File: config.mk
export PLATFORM = sky130hd
export DESIGN_NAME = lpm_seq
export DESIGN_NICKNAME = d
export VERILOG_FILES = /design/src/rtl/lpm_pkg.sv /design/src/rtl/lpm_wake_qual.sv /design/src/rtl/lpm_boot_timer.sv /design/src/rtl/lpm_pwr_decode.sv /design/src/rtl/lpm_seq.sv
export SDC_FILE = /design/constraint.sdc
export NUM_CORES = 1
export LEC_CHECK = 0
export BUFFER_PORTS_ARGS = -buffer_cell sky130_fd_sc_hd__buf_4
export CAP_MARGIN = 15
export CORE_MARGIN = 8
export CORE_UTILIZATION = 37
export CTS_CLUSTER_DIAMETER = 120
export DETAILED_ROUTE_END_ITERATION = 7
export PLACE_DENSITY = 0.8
export REMOVE_ABC_BUFFERS = 1
export SLEW_MARGIN = 20
export SYNTH_ARGS = -nofsm -noshare
export SYNTH_HDL_FRONTEND = slang
export SYNTH_SLANG_ARGS = --single-unit
export TNS_END_PERCENT = 50
File: constraint.sdc
create_clock -name clk -period 1.2 [get_ports clk]
set_input_delay 0 -clock clk [delete_from_list [all_inputs] [get_ports clk]]
set_output_delay 0 -clock clk [all_outputs]
set_load 0.02 [all_outputs]
File: src/rtl/lpm_pkg.sv
package lpm_pkg;

    typedef enum logic [2:0] {
        S_RUN     = 3'd0,
        S_SLEEP   = 3'd1,
        S_STOP    = 3'd2,
        S_STANDBY = 3'd3,
        S_BOOT    = 3'd4
    } lpm_state_e;

    localparam logic [1:0] MODE_RUN     = 2'b00;
    localparam logic [1:0] MODE_SLEEP   = 2'b01;
    localparam logic [1:0] MODE_STOP    = 2'b10;
    localparam logic [1:0] MODE_STANDBY = 2'b11;

    typedef struct packed {
        logic cpu_clk;
        logic sys_clk;
        logic reg_on;
        logic core_pwr;
        logic vdet;
    } lpm_enables_t;

endpackage

File: src/rtl/lpm_wake_qual.sv
module lpm_wake_qual
    import lpm_pkg::*;
#(
    parameter int N_IRQ  = 4,
    parameter int N_EXTI = 4,
    parameter int N_STBY = 6
) (
    input  lpm_state_e        state,
    input  logic              wfe_entry,
    input  logic              evt_in,
    input  logic [N_IRQ-1:0]  irq_wake,
    input  logic [N_EXTI-1:0] exti_wake,
    input  logic [N_STBY-1:0] stby_wake,
    output logic              wake
);

    logic any_irq, any_exti, any_stby;

    assign any_irq  = |irq_wake;
    assign any_exti = |exti_wake;
    assign any_stby = |stby_wake;

    // Each low-power state listens only to its own class of source.
    always_comb begin
        wake = 1'b0;
        unique case (state)
            S_SLEEP:   wake = any_irq || (wfe_entry && evt_in);
            S_STOP:    wake = any_exti;
            S_STANDBY: wake = any_stby;
            default:   wake = 1'b0;
        endcase
    end

endmodule

File: src/rtl/lpm_boot_timer.sv
module lpm_boot_timer #(
    parameter int BOOT_CYCLES = 4
) (
    input  logic clk,
    input  logic rst_n,
    input  logic active,
    output logic done
);

    localparam int CW = (BOOT_CYCLES < 2) ? 1 : $clog2(BOOT_CYCLES);
    localparam logic [CW-1:0] LAST = CW'(BOOT_CYCLES - 1);

    logic [CW-1:0] cnt;

    always_ff @(posedge clk or negedge rst_n) begin
        if (!rst_n)
            cnt <= '0;
        else if (!active || done)
            cnt <= '0;
        else
            cnt <= cnt + 1'b1;
    end

    assign done = active && (cnt == LAST);


    boot_cnt_range_chk: assert property (@(posedge clk) disable iff (!rst_n)
        active |-> (cnt <= LAST));


    boot_cnt_idle_chk: assert property (@(posedge clk) disable iff (!rst_n)
        !active |=> (cnt == '0));

endmodule

File: src/rtl/lpm_pwr_decode.sv
module lpm_pwr_decode
    import lpm_pkg::*;
(
    input  lpm_state_e   state,
    output lpm_enables_t en,
    output logic [1:0]   mode_code
);

    always_comb begin
        en        = '{cpu_clk: 1'b1, sys_clk: 1'b1, reg_on: 1'b1, core_pwr: 1'b1, vdet: 1'b1};
        mode_code = MODE_RUN;
        unique case (state)
            S_RUN: begin
                mode_code = MODE_RUN;
            end
            S_SLEEP: begin
                en.cpu_clk = 1'b0;
                mode_code  = MODE_SLEEP;
            end
            S_STOP: begin
                en.cpu_clk = 1'b0;
                en.sys_clk = 1'b0;
                mode_code  = MODE_STOP;
            end
            S_STANDBY: begin
                en        = '0;
                mode_code = MODE_STANDBY;
            end
            S_BOOT: begin
                en        = '{cpu_clk: 1'b0, sys_clk: 1'b0, reg_on: 1'b1, core_pwr: 1'b1, vdet: 1'b0};
                mode_code = MODE_STANDBY;
            end
            default: begin
                en        = '0;
                mode_code = MODE_STANDBY;
            end
        endcase
    end

    always_comb begin

        cpu_needs_sys_chk: assert (!en.cpu_clk || en.sys_clk);

        core_needs_reg_chk: assert (!en.core_pwr || en.reg_on);
    end

endmodule

File: src/rtl/lpm_seq.sv
module lpm_seq
    import lpm_pkg::*;
#(
    parameter int N_IRQ       = 4,
    parameter int N_EXTI      = 4,
    parameter int N_STBY      = 6,
    parameter int BOOT_CYCLES = 4
) (
    input  logic              clk,
    input  logic              rst_n,
    input  logic              sleep_req,
    input  logic              req_wfe,
    input  logic              cpu_deep,
    input  logic              pd_sel,
    input  logic              evt_in,
    input  logic [N_IRQ-1:0]  irq_wake,
    input  logic [N_EXTI-1:0] exti_wake,
    input  logic [N_STBY-1:0] stby_wake,
    output logic              cpu_clk_en,
    output logic              sys_clk_en,
    output logic              reg_en,
    output logic              core_pwr_en,
    output logic              vdet_en,
    output logic              clk_to_rc,
    output logic              stby_exit,
    output logic [1:0]        mode
);

    lpm_state_e   st, nxt;
    lpm_enables_t en;
    logic         wake, boot_done;
    logic         evt_pend, wfe_entry;
    logic         absorb, entering;

    lpm_wake_qual #(
        .N_IRQ (N_IRQ),
        .N_EXTI(N_EXTI),
        .N_STBY(N_STBY)
    ) u_wake (
        .state    (st),
        .wfe_entry(wfe_entry),
        .evt_in   (evt_in),
        .irq_wake (irq_wake),
        .exti_wake(exti_wake),
        .stby_wake(stby_wake),
        .wake     (wake)
    );

    lpm_boot_timer #(
        .BOOT_CYCLES(BOOT_CYCLES)
    ) u_boot (
        .clk   (clk),
        .rst_n (rst_n),
        .active(st == S_BOOT),
        .done  (boot_done)
    );

    lpm_pwr_decode u_dec (
        .state    (st),
        .en       (en),
        .mode_code(mode)
    );

    // A WFE request with an event already pending is absorbed.
    assign absorb   = (st == S_RUN) && sleep_req && req_wfe && evt_pend;
    assign entering = (st == S_RUN) && sleep_req && !absorb;

    always_comb begin
        nxt = st;
        unique case (st)
            S_RUN: begin
                if (entering) begin
                    if (!cpu_deep)   nxt = S_SLEEP;
                    else if (pd_sel) nxt = S_STANDBY;
                    else             nxt = S_STOP;
                end
            end
            S_SLEEP:   if (wake) nxt = S_RUN;
            S_STOP:    if (wake) nxt = S_RUN;
            S_STANDBY: if (wake) nxt = S_BOOT;
            S_BOOT:    if (boot_done) nxt = S_RUN;
            default:   nxt = S_RUN;
        endcase
    end

    always_ff @(posedge clk or negedge rst_n) begin
        if (!rst_n) st <= S_RUN;
        else        st <= nxt;
    end

    always_ff @(posedge clk or negedge rst_n) begin
        if (!rst_n) begin
            evt_pend  <= 1'b0;
            wfe_entry <= 1'b0;
            stby_exit <= 1'b0;
            clk_to_rc <= 1'b0;
        end else begin
            if (st == S_STANDBY || st == S_BOOT)
                evt_pend <= 1'b0;
            else if (st == S_RUN)
                evt_pend <= (evt_pend && !absorb) || evt_in;

            if (entering)
                wfe_entry <= req_wfe;

            if (st == S_BOOT && boot_done)
                stby_exit <= 1'b1;
            else if (entering)
                stby_exit <= 1'b0;

            clk_to_rc <= (st == S_STOP && wake) || (st == S_BOOT && boot_done);
        end
    end

    assign cpu_clk_en  = en.cpu_clk;
    assign sys_clk_en  = en.sys_clk;
    assign reg_en      = en.reg_on;
    assign core_pwr_en = en.core_pwr;
    assign vdet_en     = en.vdet;


    stop_entry_chk: assert property (@(posedge clk) disable iff (!rst_n)
        (mode == MODE_RUN && !stby_exit && sleep_req && !req_wfe && cpu_deep && !pd_sel)
        |=> (mode == MODE_STOP));


    rc_one_cycle_chk: assert property (@(posedge clk) disable iff (!rst_n)
        clk_to_rc |=> !clk_to_rc);


    rc_in_run_chk: assert property (@(posedge clk) disable iff (!rst_n)
        clk_to_rc |-> (mode == MODE_RUN));


    flag_only_run_chk: assert property (@(posedge clk) disable iff (!rst_n)
        stby_exit |-> (mode == MODE_RUN));


    standby_hold_chk: assert property (@(posedge clk) disable iff (!rst_n)
        (st == S_STANDBY && stby_wake == '0) |=> (st == S_STANDBY));


    sleep_req_ignored_chk: assert property (@(posedge clk) disable iff (!rst_n)
        (st == S_STOP && exti_wake == '0) |=> $stable(mode));

endmodule

==> impl_metrics.json, run 1 <==
{
  "clkLatencyLatePin_ns": 0.27,
  "slowest_delay_ns": 0.43,
  "portBuffers": 29,
  "wl_met3_um": 155,
  "async_flop_share_pct": 100,
  "wl_per_cell_um": 14.7,
  "drt-initial-drc-count": 8,
  "cts_tree": "done",
  "grt-ovfl-total": 0,
  "fmax_mhz": 786,
  "arrival_ns": 1.27,
  "min_path_type": "in -> reg",
  "critPathSlowestCell": "dfrtp_2",
  "grt.total_usage_pct": 12.0,
  "die_area_mm2": 0.00283,
  "grt_pass1_wl_um": 2550,
  "p_per_area_mw_per_mm2": 1640,
  "area_delta_synth_final_pct": 73.3,
  "fin_nets": 117,
  "synth_top_cells_by_area": "dfrtp_1 44%, nand2_1 5.1%, a32o_1 3.9%",
  "violations": "setup timing",
  "initial_core_util_pct": 39.3,
  "holdWs_ns": 0.0151,
  "die_h_um": 53.2,
  "multiInputGateArea_um2": 272,
  "cts-root-buf": "clkbuf_4",
  "maxCapViolCount": 0,
  "first_pass_iters": 4,
  "antenna_found_initial": 0,
  "cp-end-kind": "primary output",
  "period_share_pct": 106,
  "start_kind": "flip-flop",
  "ant_nets": 0,
  "route.detailed.drc": 0,
  "dp_hpwl_um": 1240,
  "vias": 580,
  "synth-edff-count": 0,
  "fillers": 109,
  "grt_setup_unrepaired": "yes",
  "synth_area_um2": 512,
  "numCtsBuffers": 3,
  "wirelength_met1_um": 579,
  "insertedDiodeCount": 0,
  "io_pins": 30,
  "synth_cell_types": 26,
  "drive_above_1_share_pct": 53.2,
  "grt_pass1_vias": 603,
  "relSlewSlack_pct": 75.6,
  "yosys.area.top_type": "dfrtp_1",
  "rows": 13,
  "stdcell_count": 109,
  "leakage_nw": 0.456,
  "skew_ns": 0.00434,
  "yosysMostFrequentCell": "dfrtp_1",
  "cp_top_family": "flip-flops",
  "routed_wirelength_um": 1610,
  "dp_cells": 100,
  "hold_violations": 0,
  "drv_slew": 0,
  "synth_ff_type": "dfrtp_1",
  "regArea_um2": 229,
  "via_per_inst": 5.32,
  "critical_path_class": "reg -> out",
  "htreeDepth": 1,
  "yosysWarnings": 0,
  "status": "complete, but fails checks",
  "critPathRequiredTime_ns": 1.20,
  "crit_fanout": 3,
  "setup_viol": 6,
  "utilization_pct": 68.2,
  "avgSynthCellArea_um2": 9.30,
  "dieWidth_um": 53.2,
  "ys_seq_area_share_pct": 44.0,
  "gp_congestion": 0.812,
  "grt_max_degree": 10,
  "met2WireLength_um": 834,
  "top_layer": "met4",
  "critPathBufInv": 2,
  "setup_ws_ns": -0.0727,
  "yosysTopAreaCellShare_pct": 44.0,
  "crit_chain": "buf_6 -> or2_4 -> nand2_2 -> buf_6",
  "clock_sinks": 9,
  "coreArea_mm2": 0.00130,
  "ys_ff_latch": 9,
  "cts_max_path_buffers": 2,
  "syn_inst": 55,
  "clkTransAtPathRegs_ns": 0.07,
  "final.min_clock_period_ns": 1.27,
  "ir_drop_mv": 1.02,
  "ys_top_cells_by_count": "9 x dfrtp_1, 7 x nand2_1, 5 x inv_1, 5 x nor2_1",
  "worst_path_most_repeated_cell": "buf_6",
  "timing_worst_slew_pin_value_ns": 0.363,
  "place_ws_ns": 0.0148
}
## metrics by stage
step	cell area (µm²)	total power [W]	TNS, ns
6_report	887	0.00146	-0.381
5_1_grt	887	0.00155	-0.696
4_1_cts	870	0.00142	-0.208
3_5_place_dp	761	0.00108	0
3_3_place_gp	761	0.00106	0
2_1_floorplan	494	0.000774	-0.152
## final cells by class
cell class	instances	area share [%]
Timing Repair Buffer	38	36.2
Multi-Input combinational cell	38	30.6
Sequential cell	9	25.8
Clock buffer	3	2.54
Inverter	5	2.12
Tap cell	15	2.12
Clock inverter	1	0.564
## what timing repair did
action	in CTS	in global routing
buffers inserted	1	0
resized for setup	11	6
hold buffers	4	0
endpoints found under the hold margin	11	0
pin swaps	1	6
endpoints found under the setup margin	6	11
## worst paths after layout
kind | startpoint | end | cells past startpoint | slack, ns
max reg2reg | st[2] | evt_pend | 4 | -0.04
min reg2reg | u_boot.cnt[0] | u_boot.cnt[0] | 1 | 0.44
max in group asynchronous | rst_n | st[1] | 2 | 0.98
min in group asynchronous | rst_n | u_boot.cnt[1] | 2 | 0.07
min | pd_sel | st[0] | 3 | 0.02
max | st[2] | vdet_en | 4 | -0.07
## routing by layer
layer  track usage (%)  up-vias
li1                  -      272
met4              6.30        0
met1              12.0      276
met5                 0        -
met2              21.5       26
met3              3.64        6
## worst min-delay path: stages
cell and delay (ns):
buf_4 0.08, nor2b_1 0.03, o211ai_1 0.14
## cell usage in the layout, fill, tap and decap left out, types with 3 or more instances in the layout
cell / Yosys / final
buf_4: 1 / 27
buf_6: 0 / 7
dfrtp_1: 9 / 6
nor2_1: 5 / 5
inv_1: 5 / 5
nand2_1: 7 / 4
dlygate4sd3_1: 0 / 4
clkbuf_4: 0 / 3
dfrtp_2: 0 / 3
## cell families after synthesis
group,share of synthesized area [%]
adder cells (fa/ha/maj),2.44
AND/OR/NAND/NOR,30.6
buffers and inverters,7.09
AO/OA/AOI/OAI,15.9
flip-flops,44.0
## state kept, by name, indices dropped and copies added, names as in the netlist
name	count
u_boot.cnt	2
clk_to_rc	1
wfe_entry	1
st	3
stby_exit	1
evt_pend	1
## power breakdown
group          leakage [nW]  switching [W]  internal (W)
clock network        0.0177       0.000125      0.000124
registers             0.114      0.0000705      0.000376
logic                 0.324       0.000375      0.000389
Note: power is estimated with default switching activity, not from simulation.
==> run 2: changes to the inputs <==
--- a/config.mk
+++ b/config.mk
@@ -7,7 +7,6 @@
 export LEC_CHECK = 0
 export BUFFER_PORTS_ARGS = -buffer_cell sky130_fd_sc_hd__buf_4
 export CAP_MARGIN = 15
-export CORE_MARGIN = 8
 export CORE_UTILIZATION = 37
 export CTS_CLUSTER_DIAMETER = 120
 export DETAILED_ROUTE_END_ITERATION = 7
==> constraint.sdc (replaced) <==
create_clock -name clk -period 1.2 [get_ports clk]
set_input_delay 0 -clock clk [delete_from_list [all_inputs] [get_ports clk]]
set_output_delay 0 -clock clk [all_outputs]
set_load 0.1 [all_outputs]
==> run 2 against run 1 <==
The run still ends with setup timing left. Hold slack better by 0.0097 ns. Design area increased by 3.7%. Via count down 2.4%. Sequential power about the same. Clock skew down 0.00092 ns. Setup slack worse by 0.012 ns. Critical endpoint is now core_pwr_en. Highest routed layer unchanged.
==> impl_metrics.json, run 2 (synthesized netlist as in run 1, its figures left out) <==
{
  "cts_tree": "done",
  "largest_reg_flops": 3,
  "relSlewSlack_pct": 79.3,
  "setup_ws_ns": -0.0843,
  "min_path_type": "in -> reg",
  "hold_end": "st[0]",
  "status": "complete, but fails checks",
  "drv_slew": 0,
  "grt_pass1_wl_um": 2170,
  "fin_nets": 117,
  "final.min_clock_period_ns": 1.28,
  "numCtsBuffers": 3,
  "dp_hpwl_um": 964,
  "ant_nets": 0,
  "grt.total_usage_pct": 21.5,
  "portBuffers": 29,
  "coreArea_mm2": 0.00130,
  "io_pins": 30,
  "period_share_pct": 107,
  "grt_setup_unrepaired": "yes",
  "first_pass_iters": 3,
  "route.detailed.drc": 0,
  "leakage_nw": 0.470,
  "worst-r2r-cell-count": 4,
  "fmax_mhz": 779,
  "die_h_um": 39.2,
  "routed_wirelength_um": 1330,
  "stdcell_count": 109,
  "p_per_area_mw_per_mm2": 2180,
  "setup_viol": 7,
  "top_regs": "st: 3 flops, u_boot.cnt: 2 flops",
  "reg2reg_to": "evt_pend",
  "dieWidth_um": 39.2,
  "hold_violations": 0,
  "gp_congestion": 0.879,
  "skew_ns": 0.00342,
  "violations": "setup timing",
  "via_per_inst": 5.19,
  "utilization_pct": 70.7,
  "grt_max_degree": 10,
  "min_from": "pd_sel",
  "placed_cell_area_um2": 753,
  "fillers": 95,
  "reg2reg_from": "st[2]",
  "die_area_mm2": 0.00154,
  "drt-initial-drc-count": 7,
  "dp_cells": 99,
  "wl_per_cell_um": 12.2,
  "clkTransAtPathRegs_ns": 0.06,
  "holdWs_ns": 0.0248,
  "initial_core_util_pct": 39.3,
  "ir_drop_mv": 1.55,
  "critPathRequiredTime_ns": 1.20,
  "area_delta_synth_final_pct": 79.7,
  "clkLatencyLatePin_ns": 0.26,
  "cts_max_path_buffers": 2,
  "insertedDiodeCount": 0,
  "layout_commonest_cell": "buf_4",
  "crit_fanout": 4,
  "grt-ovfl-total": 0,
  "htreeDepth": 1,
  "final_cell_mix": "26 x buf_4, 6 x dfrtp_1, 5 x nor2_1, 5 x inv_1",
  "cts-root-buf": "clkbuf_4",
  "regMostFlops": "st",
  "grt_pass1_vias": 568,
  "hold_depth": 3,
  "critical_path_class": "reg -> out",
  "cp-end-kind": "primary output",
  "maxCapViolCount": 0,
  "vias": 566,
  "antenna_found_initial": 0,
  "timing_worst_slew_pin_value_ns": 0.307,
  "rrSetupSlack_ns": -0.06,
  "clock_sinks": 9,
  "arrival_ns": 1.28,
  "start_kind": "flip-flop",
  "rows": 13,
  "design_area_um2": 920,
  "tns_ns": -0.404,
  "drive_above_1_share_pct": 51.1
}
==> run 2: worst max-delay path by stage <==
stage                  end  slack [ns]  cells after the start  startpoint
3_5_place_dp      evt_pend        0.02                      3       st[2]
2_1_floorplan      vdet_en       -2.46                      3       st[2]
4_1_cts        core_pwr_en       -0.08                      4       st[0]
3_3_place_gp        reg_en        0.05                      3       st[0]
6_report       core_pwr_en       -0.08                      4       st[0]
5_1_grt             reg_en       -0.12                      4       st[0]
==> run 2: layout make-up <==
class	instances	area, µm²	area share (%)
clock buffer	4	26.3	2.86
inverter	5	18.8	2.04
multi-input combinational	38	267	29.0
timing repair buffer	38	360	39.2
tap	15	18.8	2.04
sequential	9	229	24.9
==> run 2: repair_timing <==
item | in CTS | in global routing
gates resized for setup | 23 | 2
endpoints found under the setup margin | 7 | 14
endpoints found under the hold margin | 11 | 0
pin swaps | 3 | 2
hold buffers | 4 | 0
cloned | 0 | 0
buffers inserted | 2 | 0
==> run 2: where the power goes <==
group / internal (W) / switching (W)
clock network: 0.000128 / 0.000113
logic: 0.000455 / 0.000854
registers: 0.000376 / 0.0000736
==> run 2: through the flow <==
stage	power [W]	setup WS, ns
finish	0.00200	-0.0843
global route	0.00210	-0.116
CTS	0.00198	-0.0766
detailed placement	0.00154	0.0176
global placement	0.00152	0.0506
floorplan	0.00126	-2.46
==> run 2: worst max-delay path, stage by stage (launching register included) <==
cell,delay (ns)
dfrtp_2,0.44
buf_6,0.14
a21o_1,0.18
nand2_4,0.09
buf_12,0.17
==> run 2: routing by layer <==
| layer | wire (µm) | global-route usage [%] | vias up |
|---|---|---|---|
| met1 | 564 | 22.6 | 268 |
| met3 | 55 | 4.05 | 4 |
| met5 | 0 | 0 | - |
| met2 | 691 | 38.8 | 19 |
| li1 | - | - | 275 |
| met4 | 17 | 12.9 | 0 |
==> run 3: changes to the inputs <==
--- a/config.mk
+++ b/config.mk
@@ -12,7 +12,7 @@
 export DETAILED_ROUTE_END_ITERATION = 7
 export PLACE_DENSITY = 0.8
 export REMOVE_ABC_BUFFERS = 1
-export SLEW_MARGIN = 20
+export SLEW_MARGIN = 40
 export SYNTH_ARGS = -nofsm -noshare
 export SYNTH_HDL_FRONTEND = slang
 export SYNTH_SLANG_ARGS = --single-unit
==> constraint.sdc (replaced) <==
create_clock -name clk -period 1.2 [get_ports clk]
set_input_delay 0 -clock clk [delete_from_list [all_inputs] [get_ports clk]]
set_output_delay 0 -clock clk [all_outputs]
set_load 0.02 [all_outputs]
==> run 3 against run 2 <==
The flow still finishes with violations (setup timing). Count of clock-buffer cells in the layout did not move. Setup slack improved by 0.043 ns. Clock power is 2% higher. Die area did not move. Global-route usage is 2.3 points higher. First-iteration DRC count unchanged. Design area is 3.8% lower. Critical path type unchanged. Largest power group unchanged. Highest routed layer unchanged.
==> impl_metrics.json, run 3 (synthesized netlist as in run 1, its figures left out) <==
{
  "status": "complete, but fails checks",
  "violations": "setup timing",
  "grt.total_usage_pct": 23.8,
  "hold_depth": 3,
  "critPathRequiredTime_ns": 1.20,
  "placed_cell_area_um2": 753,
  "design_area_um2": 885,
  "drt-initial-drc-count": 7,
  "rows": 13,
  "io_pins": 30,
  "wl_per_cell_um": 13.2,
  "portBuffers": 29,
  "critPathLaunch": "st[2]",
  "maxCapViolCount": 0,
  "regMostFlops": "st",
  "skew_ns": 0.00569,
  "arrival_ns": 1.24,
  "route.detailed.drc": 0,
  "dieWidth_um": 39.2,
  "cts_max_path_buffers": 2,
  "initial_core_util_pct": 39.3,
  "die_area_mm2": 0.00154,
  "cts-root-buf": "clkbuf_4",
  "p_per_area_mw_per_mm2": 1620,
  "drv_slew": 0,
  "leakage_nw": 0.445,
  "die_h_um": 39.2,
  "ir_drop_mv": 0.915,
  "vias": 556,
  "final_cell_mix": "29 x buf_4, 6 x dfrtp_1, 6 x buf_6",
  "reg2reg_to": "evt_pend",
  "via_per_inst": 5.05,
  "critPathCapture": "cpu_clk_en",
  "grt_max_degree": 10,
  "critical_path_class": "reg -> out",
  "routed_wirelength_um": 1450,
  "cts_tree": "done",
  "grt_pass1_wl_um": 2310,
  "drive_above_1_share_pct": 52.6,
  "start_kind": "flip-flop",
  "worst-r2r-cell-count": 4,
  "grt_setup_unrepaired": "yes",
  "insertedDiodeCount": 0,
  "multiInputGateArea_um2": 267,
  "final.min_clock_period_ns": 1.24,
  "period_share_pct": 103,
  "rrSetupSlack_ns": -0.03,
  "grt_pass1_vias": 534,
  "numCtsBuffers": 3,
  "ant_nets": 0,
  "timing_worst_slew_pin_value_ns": 0.286,
  "dp_hpwl_um": 972,
  "reg2reg_from": "st[2]",
  "coreArea_mm2": 0.00130,
  "largest_reg_flops": 3,
  "area_delta_synth_final_pct": 72.9,
  "layout_commonest_cell": "buf_4",
  "top_regs": "st: 3 flops, u_boot.cnt: 2 flops",
  "cp-end-kind": "primary output",
  "regArea_um2": 229,
  "utilization_pct": 68.0,
  "fin_nets": 118,
  "clkLatencyLatePin_ns": 0.27,
  "first_pass_iters": 4,
  "setup_ws_ns": -0.0412,
  "setup_viol": 4,
  "stdcell_count": 110,
  "htreeDepth": 1,
  "antenna_found_initial": 0,
  "hold_violations": 0,
  "min_path_type": "in -> reg",
  "crit_fanout": 5,
  "clock_sinks": 9,
  "fillers": 114,
  "fmax_mhz": 806,
  "relSlewSlack_pct": 80.7,
  "dp_cells": 99,
  "clkTransAtPathRegs_ns": 0.07,
  "gp_congestion": 0.842,
  "grt-ovfl-total": 0
}
run 3: cell types whose count changed in the layout (fill, tap and decap cells not counted), sizes merged:
cell	change
buf	+1
run 3: per-stage QoR:
| step | hold WS, ns | TNS [ns] | worst slack (ns) | power [W] |
|---|---|---|---|---|
| 3_3_place_gp | -0.172 | 0 | 0.0599 | 0.00104 |
| 2_1_floorplan | -0.296 | -0.152 | -0.0944 | 0.000774 |
| 5_1_grt | 0.0267 | -0.550 | -0.0973 | 0.00153 |
| 3_5_place_dp | -0.170 | 0 | 0.0314 | 0.00105 |
| 6_report | 0.0199 | -0.142 | -0.0412 | 0.00144 |
| 4_1_cts | 0.0201 | -0.0978 | -0.0333 | 0.00141 |
run 3: final cells by class:
cell class                      count  area share (%)
Timing Repair Buffer               39            36.8
Multi-Input combinational cell     38            30.1
Sequential cell                     9            25.9
Clock buffer                        4            2.97
Inverter                            5            2.12
Tap cell                           15            2.12
run 3: what timing repair did:
action / 4_1_cts / 5_1_grt
hold endpoints to repair: 11 / 0
setup endpoints to repair: 5 / 11
setup buffers: 3 / 0
gates resized for setup: 9 / 6
hold buffers: 4 / 0
pin swaps: 2 / 5
run 3: worst min-delay path by stage:
stage | slack [ns] | end | from
6_report | 0.02 | st[0] | pd_sel
5_1_grt | 0.03 | st[0] | pd_sel
3_3_place_gp | -0.17 | st[0] | rst_n
3_5_place_dp | -0.17 | clk_to_rc | rst_n
4_1_cts | 0.02 | st[0] | pd_sel
2_1_floorplan | -0.30 | clk_to_rc | rst_n
run 3: worst max-delay path, stage by stage (launching register included):
cell and delay, ns:
dfrtp_2 0.44, buf_6 0.13, nor3_4 0.14, buf_6 0.14, buf_6 0.11
run 3: report_power, final:
part	leakage (nW)	internal [W]	switching (W)
Combinational	0.316	0.000391	0.000354
Clock	0.0150	0.000129	0.000116
Sequential	0.114	0.000376	0.0000691
Total	0.445	0.000896	0.000540
run 3: metal layers:
metal	vias to the layer above	global-route usage, %	share of wire, %	routed length [µm]
li1	276	-	-	-
met1	253	25.9	36	518
met2	22	42.1	57	818
met3	5	6.94	5.7	82
met4	0	10.3	1.9	28
met5	-	0	0	0
